### src/rtl/blkxfer_pkg.sv
package blkxfer_pkg;

   typedef enum logic [2:0] {
      ST_IDLE  = 3'd0,
      ST_READ  = 3'd1,
      ST_LATCH = 3'd2,
      ST_WRITE = 3'd3,
      ST_WAIT  = 3'd4
   } xfer_state_t;

   localparam int FLAG_W     = 8;
   localparam int FLAG_HALF  = 4;
   localparam int FLAG_PAR   = 2;
   localparam int FLAG_SUB   = 1;
   localparam int MODE_DOWN  = 0;
   localparam int MODE_RPT   = 1;

endpackage

### src/rtl/blkxfer_ptr_unit.sv
module blkxfer_ptr_unit #(
   parameter int W = 16
) (
   input  logic         clk,
   input  logic         rst_n,
   input  logic         load_i,
   input  logic [W-1:0] load_val_i,
   input  logic         step_i,
   input  logic         down_i,
   output logic [W-1:0] val_o,
   output logic [W-1:0] next_o
);

   assign next_o = down_i ? (val_o - 1'b1) : (val_o + 1'b1);

   always_ff @(posedge clk) begin
      if (!rst_n) begin
         val_o <= '0;
      end else if (load_i) begin
         val_o <= load_val_i;
      end else if (step_i) begin
         val_o <= next_o;
      end
   end

endmodule

### src/rtl/blkxfer_step_timer.sv
module blkxfer_step_timer #(
   parameter int CW = 5
) (
   input  logic          clk,
   input  logic          rst_n,
   input  logic          restart_i,
   input  logic          run_i,
   output logic [CW-1:0] count_o
);

   always_ff @(posedge clk) begin
      if (!rst_n) begin
         count_o <= '0;
      end else if (restart_i) begin
         count_o <= {{(CW-1){1'b0}}, 1'b1};
      end else if (run_i) begin
         count_o <= count_o + 1'b1;
      end
   end

endmodule

### src/rtl/blkxfer_engine.sv
module blkxfer_engine
   import blkxfer_pkg::*;
#(
   parameter int AW        = 16,
   parameter int DW        = 8,
   parameter int COST_LAST = 16,
   parameter int COST_MORE = 21
) (
   input  logic          clk,
   input  logic          rst_n,
   input  logic          start_i,
   input  logic [1:0]    mode_i,
   input  logic [AW-1:0] src_ld_i,
   input  logic [AW-1:0] dst_ld_i,
   input  logic [AW-1:0] cnt_ld_i,
   input  logic [7:0]    flags_i,
   input  logic          int_pend_i,
   output logic [AW-1:0] mem_addr_o,
   output logic          mem_rd_o,
   output logic          mem_wr_o,
   output logic [DW-1:0] mem_wdata_o,
   input  logic [DW-1:0] mem_rdata_i,
   output logic [AW-1:0] src_o,
   output logic [AW-1:0] dst_o,
   output logic [AW-1:0] cnt_o,
   output logic [7:0]    flags_o,
   output logic          busy_o,
   output logic          done_o,
   output logic          susp_o
);

   localparam int            CW     = $clog2(COST_MORE + 1);
   localparam int            NREG   = 3;
   localparam int            IDX_CNT = 2;
   localparam logic [CW-1:0] LAST_C = CW'(COST_LAST);
   localparam logic [CW-1:0] MORE_C = CW'(COST_MORE);

   // elaboration-time parameter checks
   if (COST_LAST < 4) begin : g_chk_last
      $error("COST_LAST must cover read, latch, write and one wait cycle");
   end
   if (COST_MORE < COST_LAST) begin : g_chk_more
      $error("COST_MORE must not be below COST_LAST");
   end
   if (AW < 2 || DW < 1) begin : g_chk_width
      $error("address or data width out of range");
   end

   xfer_state_t   state_q, state_d;
   logic [1:0]    mode_q;
   logic [DW-1:0] byte_q;
   logic [7:0]    flags_q;
   logic          stop_q, susp_pend_q;
   logic          done_q, susp_q;
   logic [CW-1:0] tcount;

   logic          accept, step, at_end, enter_read;
   logic [AW-1:0] ld_val [NREG];
   logic [AW-1:0] cur    [NREG];
   logic [AW-1:0] nxt    [NREG];

   assign accept     = (state_q == ST_IDLE) && start_i;
   assign step       = (state_q == ST_WRITE);
   assign at_end     = (state_q == ST_WAIT) && (tcount == (stop_q ? LAST_C : MORE_C));
   assign enter_read = accept || (at_end && !stop_q);

   assign ld_val[0]       = src_ld_i;
   assign ld_val[1]       = dst_ld_i;
   assign ld_val[IDX_CNT] = cnt_ld_i;

   // source pointer, destination pointer and counter share one update unit type
   for (genvar g = 0; g < NREG; g++) begin : g_reg
      localparam bit IS_CNT = (g == IDX_CNT);
      logic dir_down;
      if (IS_CNT) begin : g_cnt_dir
         assign dir_down = 1'b1;
      end else begin : g_ptr_dir
         assign dir_down = mode_q[MODE_DOWN];
      end
      blkxfer_ptr_unit #(.W(AW)) i_reg (
         .clk        (clk),
         .rst_n      (rst_n),
         .load_i     (accept),
         .load_val_i (ld_val[g]),
         .step_i     (step),
         .down_i     (dir_down),
         .val_o      (cur[g]),
         .next_o     (nxt[g])
      );
   end

   blkxfer_step_timer #(.CW(CW)) i_timer (
      .clk       (clk),
      .rst_n     (rst_n),
      .restart_i (enter_read),
      .run_i     (busy_o),
      .count_o   (tcount)
   );

   always_comb begin
      state_d = state_q;
      unique case (state_q)
         ST_IDLE:  if (start_i) state_d = ST_READ;
         ST_READ:  state_d = ST_LATCH;
         ST_LATCH: state_d = ST_WRITE;
         ST_WRITE: state_d = ST_WAIT;
         ST_WAIT:  if (at_end) state_d = stop_q ? ST_IDLE : ST_READ;
         default:  state_d = ST_IDLE;
      endcase
   end

   always_ff @(posedge clk) begin
      if (!rst_n) begin
         state_q     <= ST_IDLE;
         mode_q      <= '0;
         byte_q      <= '0;
         flags_q     <= '0;
         stop_q      <= 1'b0;
         susp_pend_q <= 1'b0;
         done_q      <= 1'b0;
         susp_q      <= 1'b0;
      end else begin
         state_q <= state_d;
         done_q  <= at_end && stop_q && !susp_pend_q;
         susp_q  <= at_end && stop_q && susp_pend_q;
         if (accept) begin
            mode_q      <= mode_i;
            flags_q     <= flags_i;
            stop_q      <= 1'b0;
            susp_pend_q <= 1'b0;
         end
         if (state_q == ST_LATCH) begin
            byte_q <= mem_rdata_i;
         end
         if (step) begin
            flags_q[FLAG_HALF] <= 1'b0;
            flags_q[FLAG_SUB]  <= 1'b0;
            flags_q[FLAG_PAR]  <= (nxt[IDX_CNT] != '0);
            stop_q      <= !mode_q[MODE_RPT] || (nxt[IDX_CNT] == '0) || int_pend_i;
            susp_pend_q <= mode_q[MODE_RPT] && (nxt[IDX_CNT] != '0) && int_pend_i;
         end
      end
   end

   assign mem_rd_o    = (state_q == ST_READ);
   assign mem_wr_o    = (state_q == ST_WRITE);
   assign mem_addr_o  = mem_wr_o ? cur[1] : cur[0];
   assign mem_wdata_o = byte_q;

   assign src_o   = cur[0];
   assign dst_o   = cur[1];
   assign cnt_o   = cur[IDX_CNT];
   assign flags_o = flags_q;
   assign busy_o  = (state_q != ST_IDLE);
   assign done_o  = done_q;
   assign susp_o  = susp_q;

endmodule

### config.mk
export PLATFORM = sky130hd
export DESIGN_NAME = blkxfer_engine
export DESIGN_NICKNAME = d
export VERILOG_FILES = /design/src/rtl/blkxfer_pkg.sv /design/src/rtl/blkxfer_ptr_unit.sv /design/src/rtl/blkxfer_step_timer.sv /design/src/rtl/blkxfer_engine.sv
export SDC_FILE = /design/constraint.sdc
export NUM_CORES = 1
export LEC_CHECK = 0
export BUFFER_PORTS_ARGS = -buffer_cell sky130_fd_sc_hd__clkbuf_2
export CAP_MARGIN = 30
export CORE_AREA = 3 3 104 106
export DETAILED_ROUTE_END_ITERATION = 8
export DIE_AREA = 0 0 107 109
export GPL_ROUTABILITY_DRIVEN = 0
export GPL_TIMING_DRIVEN = 0
export PLACE_DENSITY_LB_ADDON = 0.15
export RECOVER_POWER = 50
export SLEW_MARGIN = 20
export SYNTH_ARGS = -nofsm -noshare
export SYNTH_HDL_FRONTEND = slang
export SYNTH_SLANG_ARGS = --single-unit
### constraint.sdc
create_clock -name clk -period 4.1 [get_ports clk]
set_clock_uncertainty 0.2 [all_clocks]
set_input_delay 0.615 -clock clk [delete_from_list [all_inputs] [get_ports clk]]
set_output_delay 0.615 -clock clk [all_outputs]
set_load 0.02 [all_outputs]
==> flow_metrics.py, run 1 <==
metrics = {
    "status": {
        "status": "finished, final reports clean",
    },
    "synth": {
        "post_synth_main_area_contributors": "dfxtp_1, nand2_1, ha_1, o21ai_0, xnor2_1",
        "ys_seq_area_share_pct": 29.91,
        "synth_cell_types": 63,
        "synth-edff-count": 0,
        "netlist_instances": 670,
        "synth_top_area_share_pct": 29.91,
        "syn-mean-instance-area_um2": 7.793,
        "async_reset_ff_share_pct": 0,
        "area_of_the_mapped_netlist_mm2": 0.005221,
        "synth_warnings": 0,
        "postSynthRegisterBits": 78,
        "synthDominantAreaCellType": "dfxtp_1",
        "syn-num-nets": 773,
        "synth_top_flop_cell": "dfxtp_1",
    },
    "run": {
        "drv_cap": 0,
    },
    "timing": {
        "fmax_mhz": 261.3,
        "fin_ws_ns": 0.2733,
        "timing.setup.tns_ns": 0,
        "transition_time_at_the_pin_with_the_least_slew_margin_ns": 0.7416,
        "timing.final.crit_share_pct": 93.33,
        "final.hold.worst_slack_ns": 0.2582,
        "unrepaired_setup_endpoints_after_global_routing": "no",
        "timing.final.hold_violations": 0,
        "finalSetupViolCount": 0,
        "report.final.slew_viol_count": 0,
        "period_needed_ns": 3.827,
        "timing.max_slew.rel_slack_pct": 50.56,
    },
    "grt": {
        "globalRoute.totalOverflow": 0,
        "antenna_violations_before_repair": 0,
        "wire_length_of_the_first_global_routing_pass_um": 26970,
        "first_global_vias": 5463,
        "pin_count_of_the_biggest_net_entering_global_routing": 33,
        "grtUsageTotal_pct": 29.46,
    },
    "place": {
        "place_area_mm2": 0.006160,
        "dp.final_hpwl_um": 12950,
        "port-buffer-count": 154,
        "dp_slack_ns": 0.5732,
        "post-place-cells": 957,
    },
    "drt": {
        "drt-pass1-iter-count": 5,
        "wl_um": 17240,
        "route.detailed.wl_per_inst_um": 17.75,
        "ratio_of_routed_vias_to_standard_cells": 5.902,
        "dr_total_vias": 5731,
        "first_iter_violations": 442,
        "final_antenna_net_count": 0,
        "drc_errors": 0,
    },
    "power": {
        "internal_power_mw": 2.091,
        "combPwrFrac_pct": 50.8,
        "part_of_the_total_power_dissipated_in_the_clock_network_pct": 19.9,
        "net_switching_fraction_of_the_power_pct": 45.95,
        "power_per_cell_area_mw_per_mm2": 610.5,
        "power.net_switching_mw": 1.777,
        "power.share.sequential_pct": 29.3,
        "power.leakage_nw": 2.701,
        "max-vdd-ir-drop_uv": 256.9,
        "power.total_mw": 3.868,
    },
    "floorplanning": {
        "floorplan.die.width_um": 107,
        "initial_utilization_pct": 52.93,
        "top_level_ports": 155,
        "design.core.area_mm2": 0.009864,
        "die_area_mm2": 0.01166,
        "dieHeight_um": 109,
        "placement_rows": 36,
    },
    "setup_path": {
        "worstPathCellList": "clkbuf_1 -> nor3_1 -> nand2_2 -> nand2_2 -> clkbuf_1 -> clkbuf_1 -> nand2_1 -> nand2_1 -> clkbuf_2",
        "slowest_delay_ns": 0.41,
        "slowest_stage": "nor3_1",
        "timing.critical_path.from_type": "flop",
        "path_depth": 9,
        "timing.setup.critical_path_class": "reg -> out",
        "rr_worst_depth": 9,
        "rr_startpoint": "mode_q[0]",
        "setup.worst_path.start": "state_q[2]",
        "r2r-end": "g_reg[0].i_reg.val_o[14]",
        "cp_max_fo": 10,
        "cp_common_cell": "clkbuf_1",
        "crit_arrival_ns": 3.01,
        "timing.critical_path.to_type": "primary output",
        "worst-r2r-setup-slack_ns": 0.79,
        "crit_family": "simple AND/OR/NAND/NOR gates",
        "cp.buffers_inverters": 4,
        "worst_ep_required_time_ns": 3.28,
        "timing.critical_path.to": "mem_addr_o[5]",
    },
    "clock_network": {
        "clock_insertion_delay_worst_skew_ns": 0.36,
        "cts_buffer_depth": 2,
        "tritoncts": "done",
        "cts_hold_buffers": 0,
        "cts_resized": 0,
        "cts_buffers": 9,
        "clk_pin_slew_ns": 0.08,
        "ctsHtreeMaxLevel": 3,
        "cts_num_sinks": 78,
        "postCtsSetupBuffers": 0,
        "ctsRootBufferMaster": "clkbuf_8",
    },
    "finish": {
        "antenna_cells": 0,
        "final_layout_size_suffix_gt1_share_pct": 14.44,
        "final_util_pct": 64.22,
        "flow.area_growth_from_synthesis_pct": 21.33,
        "layout.nets": 938,
        "post-route-cell-area_mm2": 0.006335,
        "layoutNonFillerInstCount": 971,
    },
    "hold_path": {
        "min-delay-start": "susp_pend_q",
        "worst_hold_path_type": "reg -> reg",
    },
}
==> routing by layer <==
metal | wire length, um | GRT usage [%]
met5 | 0 | 0
met1 | 7108 | 37.44
met2 | 8136 | 49.46
met4 | 503 | 13.15
met3 | 1492 | 4.737
==> cell usage after synthesis (all sizes together) (3+ instances only) <==
master,count
a21boi,20
a21o,9
a21oi,40
a221oi,7
a222oi,3
a22o,7
a22oi,13
a31oi,3
a32oi,3
and2,14
and3,4
buf,12
clkbuf,27
dfxtp,78
ha,31
inv,14
mux2i,10
nand2,117
nand2b,3
nand3,15
nand3b,4
nand4,5
nor2,37
nor2b,22
nor3,18
nor3b,5
nor4,4
nor4b,3
o211a,4
o211ai,6
o21a,6
o21ai,51
o21bai,3
or3,6
or4b,3
xnor2,26
xor2,11
==> power groups by stage <==
stage	Combinational [mW]	Clock [mW]	Sequential, mW
detailed placement	1.96	0	1.14
floorplan	1.23	0	1.25
global route	2.15	0.809	1.15
global placement	1.91	0	1.13
CTS	1.98	0.777	1.12
finish	1.96	0.771	1.13
==> worst register-to-register path, stage by stage (launching register included) <==
cell and delay, ns:
dfxtp_2 0.81, inv_1 0.20, fa_1 0.45, nor2b_1 0.18, o21ai_0 0.11, a21boi_0 0.39, o21ai_0 0.31, a21oi_1 0.28
mux2i_1 0.21, nor3_1 0.06
==> layout make-up <==
type / instances / area (um2)
clock buffers: 10 / 137.6
plain buffers: 39 / 161.4
clock inverters: 4 / 120.1
fillers: 923 / 3530
inverters: 14 / 52.55
flip-flops and latches: 78 / 1563
well taps: 133 / 166.4
multi-input cells: 539 / 3448
repair buffers: 154 / 685.7
==> cells in the final DEF, fill, tap and decap left out, types with 4 or more instances in the layout <==
cell type  synthesis  final
nand2_1          116    115
bufinv_16          0      4
or3_1              6      6
mux2i_1           10     10
a21oi_1           40     40
o21ai_0           51     51
a22oi_1           13     13
xnor2_1           26     26
nor3_1            17     17
and3_1             4      4
o211ai_1           6      6
a22o_1             7      7
nand3b_1           4      4
dfxtp_1           78     77
a21boi_0          20     20
nor2_1            37     37
inv_1             14     14
a21o_1             9      9
nor3b_1            5      5
xor2_1            11     11
clkbuf_1          27     96
o21a_1             6      6
nor2b_1           22     22
buf_2              9      9
and2_1            13     13
o211a_1            4      4
clkbuf_8           0     10
a221oi_1           7      7
nand3_1           15     15
clkbuf_2           0     86
nor4_1             4      4
nand4_1            4      4
ha_1              31     31
==> cells by family (layout without fill, tap and decap cells) <==
logic type	count (synthesis)	count (layout)	share of synthesized area, %
AOI/OAI and AO/OA	193	193	24.61
DFF	78	78	29.91
and+or+nand+nor	266	266	25.07
adders and majority gates	33	33	8.196
buffers and inverters	53	221	4.098
muxes	10	10	1.917
xor gates and xnor gates	37	37	6.207
==> state kept, by name, indices dropped and copies added (netlist names) <==
register / cells
g.i_reg.val_o: 48
done_o: 1
flags_o: 8
susp_pend_q: 1
mode_q: 2
susp_o: 1
mem_wdata_o: 8
state_q: 3
stop_q: 1
i_timer.count_o: 5
==> worst min path at each step <==
stage | depth (start not counted) | slack, ns | end
floorplan | 1 | 0.21 | done_o
global placement | 1 | 0.24 | done_o
detailed placement | 2 | 0.24 | susp_o
CTS | 2 | 0.26 | susp_o
global route | 1 | 0.27 | done_o
finish | 2 | 0.26 | susp_o
No activity file was read; power rests on OpenSTA's default activity.
==> run 2: changes to the inputs <==
--- a/config.mk
+++ b/config.mk
@@ -13,7 +13,6 @@
 export GPL_ROUTABILITY_DRIVEN = 0
 export GPL_TIMING_DRIVEN = 0
 export PLACE_DENSITY_LB_ADDON = 0.15
-export RECOVER_POWER = 50
 export SLEW_MARGIN = 20
 export SYNTH_ARGS = -nofsm -noshare
 export SYNTH_HDL_FRONTEND = slang
==> constraint.sdc (replaced) <==
create_clock -name clk -period 3.7 [get_ports clk]
set_clock_uncertainty 0.2 [all_clocks]
set_input_delay 0.555 -clock clk [delete_from_list [all_inputs] [get_ports clk]]
set_output_delay 0.555 -clock clk [all_outputs]
set_load 0.02 [all_outputs]
==> flow_metrics.py, run 2 (synthesis results as in run 1) <==
metrics = {
    "grt": {
        "grtUsageTotal_pct": 29.50,
        "global_route.usage.met1_pct": 37.44,
        "globalRoute.totalOverflow": 0,
        "pin_count_of_the_biggest_net_entering_global_routing": 33,
        "grtUsageMet2_pct": 49.60,
        "top_usage_layer": "met2",
        "met3_usage_pct": 4.737,
        "wire_length_of_the_first_global_routing_pass_um": 27010,
        "first_global_vias": 5471,
        "antenna_violations_before_repair": 0,
    },
    "drt": {
        "ratio_of_routed_vias_to_standard_cells": 5.904,
        "final_antenna_net_count": 0,
        "route.detailed.wl_per_inst_um": 17.82,
        "dr_total_vias": 5727,
        "wl_um": 17290,
        "drt-pass1-iter-count": 6,
        "first_iter_violations": 433,
        "drc_errors": 0,
    },
    "setup_path": {
        "timing.critical_path.to_type": "primary output",
        "rr_startpoint": "mode_q[0]",
        "crit_family": "buffers and inverters",
        "worstPathCellList": "buf_2 -> nor2_1 -> a21oi_1 -> nor2_4 -> nand2_2 -> inv_1 -> buf_2 -> buf_2 -> nand2_1 -> o21ai_0 -> clkbuf_2",
        "slowest_delay_ns": 0.32,
        "cp.buffers_inverters": 5,
        "timing.critical_path.from_type": "flop",
        "cp_common_cell": "buf_2",
        "rr_worst_depth": 9,
        "slowest_stage": "buf_2",
        "cp_max_fo": 10,
        "worst_ep_required_time_ns": 2.94,
        "timing.setup.critical_path_class": "reg -> out",
        "r2r-end": "g_reg[0].i_reg.val_o[14]",
        "crit_arrival_ns": 2.73,
        "worst-r2r-setup-slack_ns": 0.34,
    },
    "hold_path": {
        "min-delay-start": "cnt_ld_i[3]",
        "whs_endpoint": "g_reg[2].i_reg.val_o[3]",
        "worst_hold_path_type": "in -> reg",
        "holdPathStages": 3,
    },
    "finish": {
        "layout.nets": 937,
        "final_layout_size_suffix_gt1_share_pct": 22.94,
        "antenna_cells": 0,
        "layoutNonFillerInstCount": 970,
        "largest_register_ff_count": 48,
        "regMostFlops": "g.i_reg.val_o",
        "most-common-layout-cells": "clkbuf_2, nand2_1, dfxtp_1, o21ai_0, a21oi_1",
        "final_common_cell": "clkbuf_2",
        "flow.area_growth_from_synthesis_pct": 23.15,
    },
    "timing": {
        "timing.final.crit_share_pct": 94.30,
        "timing.setup.tns_ns": 0,
        "fin_ws_ns": 0.2109,
        "transition_time_at_the_pin_with_the_least_slew_margin_ns": 0.7355,
        "fmax_mhz": 286.6,
        "period_needed_ns": 3.489,
        "timing.max_slew.rel_slack_pct": 50.97,
        "report.final.slew_viol_count": 0,
        "timing.final.hold_violations": 0,
        "unrepaired_setup_endpoints_after_global_routing": "no",
        "finalSetupViolCount": 0,
    },
    "clock_network": {
        "ctsHtreeMaxLevel": 3,
        "tritoncts": "done",
        "cts_buffers": 9,
        "ctsRootBufferMaster": "clkbuf_8",
        "cts_buffer_depth": 2,
        "cts_hold_buffers": 0,
        "cts_num_sinks": 78,
        "postCtsSetupBuffers": 0,
        "clock_insertion_delay_worst_skew_ns": 0.36,
        "clk_pin_slew_ns": 0.08,
    },
    "place": {
        "dp_slack_ns": 0.2332,
        "port-buffer-count": 154,
        "dp.final_hpwl_um": 12950,
        "post-place-cells": 957,
    },
    "power": {
        "power.total_mw": 4.339,
        "max-vdd-ir-drop_uv": 284.6,
        "power_per_cell_area_mw_per_mm2": 674.8,
        "power.leakage_nw": 2.932,
    },
    "floorplanning": {
        "top_level_ports": 155,
        "initial_utilization_pct": 52.93,
        "dieHeight_um": 109,
        "placement_rows": 36,
        "die_area_mm2": 0.01166,
        "floorplan.die.width_um": 107,
        "design.core.area_mm2": 0.009864,
    },
    "run": {
        "drv_cap": 0,
    },
    "status": {
        "status": "finished, final reports clean",
    },
}
[run 2: cell types whose count changed in the layout (fill, tap and decap cells not counted), sizes merged]
cell    before  now
clkbuf     192  190
buf         11   12
[run 2: final cells by class]
| class | count | area (um2) |
|---|---|---|
| buffer | 38 | 158.9 |
| multi-input combinational | 539 | 3461 |
| inverter | 14 | 52.55 |
| clock inverter | 4 | 120.1 |
| sequential | 78 | 1563 |
| fill | 890 | 3435 |
| timing repair buffer | 154 | 770.7 |
| tap | 133 | 166.4 |
| clock buffer | 10 | 137.6 |
[run 2: how the worst max path moves through the flow]
stage                     cells after the start  startpoint                       end  slack [ns]
after floorplan                               8   mode_q[0]  g_reg[0].i_reg.val_o[15]        0.66
after CTS                                     9  state_q[2]             mem_addr_o[5]        0.13
after global routing                         11  state_q[1]             mem_addr_o[1]        0.02
after global placement                        9   mode_q[0]  g_reg[0].i_reg.val_o[14]        0.14
after detailed placement                      9  state_q[2]             mem_addr_o[5]        0.23
final                                        11  state_q[1]             mem_addr_o[1]        0.21
[run 2: worst reg2reg max path, cell delays in order, from the launching register on]
cell and delay [ns]:
dfxtp_2 0.81, inv_1 0.21, fa_1 0.45, nor2b_1 0.18
o21ai_0 0.11, a21boi_0 0.41, o21ai_0 0.32, a21oi_1 0.29
mux2i_1 0.21, nor3_1 0.06
[run 2: metal layers]
metal  up-vias  share of wire [%]
li1       2725                  -
met1      2662                 41
met2       303                 47
met3        37                8.3
met4         0                2.7
met5         -                  0
[run 2: where the power goes]
part           leakage [nW]  switching, mW  internal [mW]
registers             0.640          0.248           1.02
logic                  2.16           1.41          0.813
clock network         0.128          0.327          0.528
total                  2.93           1.98           2.36
[run 2: timing repair]
item | in CTS | in global routing
setup endpoints to repair | 11 | 10
gates resized for setup | 3 | 3
pin swaps | 0 | 0
[run 2: metrics by stage]
step | cell area, um2 | util [%] | hold slack [ns]
2_1_floorplan | 5221 | - | 0.2126
3_3_place_gp | 6158 | 62.43 | 0.2404
3_5_place_dp | 6160 | 62.44 | 0.2411
4_1_cts | 6427 | 65.16 | 0.2059
5_1_grt | 6430 | 65.18 | 0.2168
6_report | 6430 | 65.18 | 0.2168
==> run 3: changes to the inputs <==
--- a/config.mk
+++ b/config.mk
@@ -7,9 +7,9 @@
 export LEC_CHECK = 0
 export BUFFER_PORTS_ARGS = -buffer_cell sky130_fd_sc_hd__clkbuf_2
 export CAP_MARGIN = 30
-export CORE_AREA = 3 3 104 106
+export CORE_AREA = 3 3 109 111
 export DETAILED_ROUTE_END_ITERATION = 8
-export DIE_AREA = 0 0 107 109
+export DIE_AREA = 0 0 112 114
 export GPL_ROUTABILITY_DRIVEN = 0
 export GPL_TIMING_DRIVEN = 0
 export PLACE_DENSITY_LB_ADDON = 0.15
==> constraint.sdc (replaced) <==
create_clock -name clk -period 2.9 [get_ports clk]
set_clock_uncertainty 0.2 [all_clocks]
set_input_delay 0.435 -clock clk [delete_from_list [all_inputs] [get_ports clk]]
set_output_delay 0.435 -clock clk [all_outputs]
set_load 0.02 [all_outputs]
==> flow_metrics.py, run 3 (synthesis results as in run 1) <==
metrics = {
    "power": {
        "power.net_switching_mw": 2.566,
        "part_of_the_total_power_dissipated_in_the_clock_network_pct": 15.0,
        "net_switching_fraction_of_the_power_pct": 48.56,
        "power.share.sequential_pct": 30.3,
        "power_per_cell_area_mw_per_mm2": 820.5,
        "internal_power_mw": 2.719,
        "combPwrFrac_pct": 54.6,
        "power.total_mw": 5.285,
        "max-vdd-ir-drop_uv": 381.2,
        "power.leakage_nw": 2.923,
    },
    "finish": {
        "layoutNonFillerInstCount": 979,
        "filler_instances": 1049,
        "regMostFlops": "g.i_reg.val_o",
        "final_common_cell": "clkbuf_2",
        "layout.nets": 937,
        "flow.area_growth_from_synthesis_pct": 23.36,
        "largest_register_ff_count": 48,
        "final_util_pct": 59.16,
        "antenna_cells": 0,
        "final_layout_size_suffix_gt1_share_pct": 24.31,
        "most-common-layout-cells": "clkbuf_2, nand2_1, dfxtp_1, o21ai_0, a21oi_1",
    },
    "clock_network": {
        "clk_pin_slew_ns": 0.09,
        "cts_buffer_depth": 2,
        "ctsRootBufferMaster": "clkbuf_8",
        "ctsHtreeMaxLevel": 3,
        "clock_insertion_delay_worst_skew_ns": 0.37,
        "cts_buffers": 9,
        "cts_num_sinks": 78,
        "tritoncts": "done",
    },
    "drt": {
        "first_iter_violations": 477,
        "dr_total_vias": 5689,
        "final_antenna_net_count": 0,
        "wl_um": 17380,
        "drt-pass1-iter-count": 5,
        "ratio_of_routed_vias_to_standard_cells": 5.811,
        "route.detailed.wl_per_inst_um": 17.75,
        "drc_errors": 0,
    },
    "timing": {
        "report.final.slew_viol_count": 0,
        "final.hold.worst_slack_ns": 0.09018,
        "finalSetupViolCount": 0,
        "timing.max_slew.rel_slack_pct": 57.15,
        "unrepaired_setup_endpoints_after_global_routing": "no",
        "fmax_mhz": 360.4,
        "period_needed_ns": 2.775,
        "timing.final.hold_violations": 0,
        "timing.final.crit_share_pct": 95.68,
        "transition_time_at_the_pin_with_the_least_slew_margin_ns": 0.6428,
    },
    "floorplanning": {
        "design.core.area_mm2": 0.01089,
        "dieHeight_um": 114,
        "top_level_ports": 155,
        "die_area_mm2": 0.01277,
        "initial_utilization_pct": 47.95,
        "placement_rows": 38,
        "floorplan.die.width_um": 112,
    },
    "setup_path": {
        "timing.critical_path.to_type": "primary output",
        "timing.setup.critical_path_class": "reg -> out",
        "crit_arrival_ns": 2.14,
        "rr_worst_depth": 8,
        "worst_ep_required_time_ns": 2.27,
        "timing.critical_path.from_type": "flop",
        "cp_max_fo": 10,
        "r2r-end": "g_reg[0].i_reg.val_o[15]",
        "rr_startpoint": "mode_q[0]",
        "worst-r2r-setup-slack_ns": 0.15,
    },
    "hold_path": {
        "worst_hold_path_type": "in -> reg",
        "holdPathStages": 3,
        "whs_endpoint": "flags_o[4]",
        "min-delay-start": "flags_i[4]",
    },
    "place": {
        "post-place-cells": 964,
        "dp.final_hpwl_um": 13060,
        "port-buffer-count": 154,
    },
    "run": {
        "drv_cap": 0,
    },
    "grt": {
        "first_global_vias": 5517,
        "met3_usage_pct": 4.721,
        "grtUsageMet2_pct": 45.04,
        "wire_length_of_the_first_global_routing_pass_um": 27720,
        "antenna_violations_before_repair": 0,
        "grtUsageTotal_pct": 26.86,
        "global_route.usage.met1_pct": 34.99,
        "pin_count_of_the_biggest_net_entering_global_routing": 20,
        "top_usage_layer": "met2",
        "globalRoute.totalOverflow": 0,
    },
    "status": {
        "status": "finished, final reports clean",
    },
}
## run 3: layout make-up
| type | instances | area [um2] | area share (%) |
|---|---|---|---|
| well taps | 140 | 175.2 | 2.720 |
| multi-input cells | 539 | 3498 | 54.31 |
| clock buffers | 10 | 137.6 | 2.137 |
| clock inverters | 6 | 46.29 | 0.7187 |
| repair buffers | 157 | 799.5 | 12.41 |
| plain buffers | 35 | 163.9 | 2.545 |
| flip-flops and latches | 78 | 1568 | 24.34 |
| inverters | 14 | 52.55 | 0.8159 |
## run 3: power groups by stage
stage	registers (mW)	clock network [mW]	logic, mW
6_report	1.60	0.793	2.89
5_1_grt	1.63	0.834	3.16
4_1_cts	1.59	0.802	2.86
3_5_place_dp	1.61	0	2.77
3_3_place_gp	1.60	0	2.71
2_1_floorplan	1.77	0	1.74
## run 3: worst max-delay path by stage
stage,slack (ns),endpoint,depth (start not counted),from
2_1_floorplan,0.17,g_reg[0].i_reg.val_o[15],8,mode_q[0]
3_3_place_gp,-0.47,mem_addr_o[5],9,state_q[2]
3_5_place_dp,-0.52,mem_addr_o[5],9,state_q[2]
4_1_cts,0.006,mem_addr_o[15],9,state_q[1]
5_1_grt,0.01,mem_addr_o[0],8,state_q[1]
6_report,0.13,mem_addr_o[0],8,state_q[1]
## run 3: critical path: stages, from the launching register on
cell and delay [ns]:
dfxtp_1 0.33, buf_4 0.17, and2_0 0.16, a21oi_2 0.06, nor2_4 0.14, nand2_4 0.12, clkbuf_4 0.23, o21ai_0 0.31
buf_2 0.23
## run 3: stage by stage
stage	setup slack, ns	setup TNS, ns	cell area (um2)
CTS	0.006027	0	6437
finish	0.1254	0	6441
floorplan	0.1740	0	5223
detailed placement	-0.5207	-7.618	6168
global route	0.009867	0	6441
global placement	-0.4665	-6.529	6168
## run 3: per-layer routing
metal	vias up	share of wire, %
met5	-	0
met4	0	2.1
met3	36	8.2
met2	268	47
met1	2646	43
li1	2739	-
## run 3: repair_timing
action / CTS / global route
pin swaps: 3 / 1
setup buffers: 3 / 0
hold buffers: 0 / 0
endpoints found under the setup margin: 27 / 16
gates resized for setup: 24 / 11
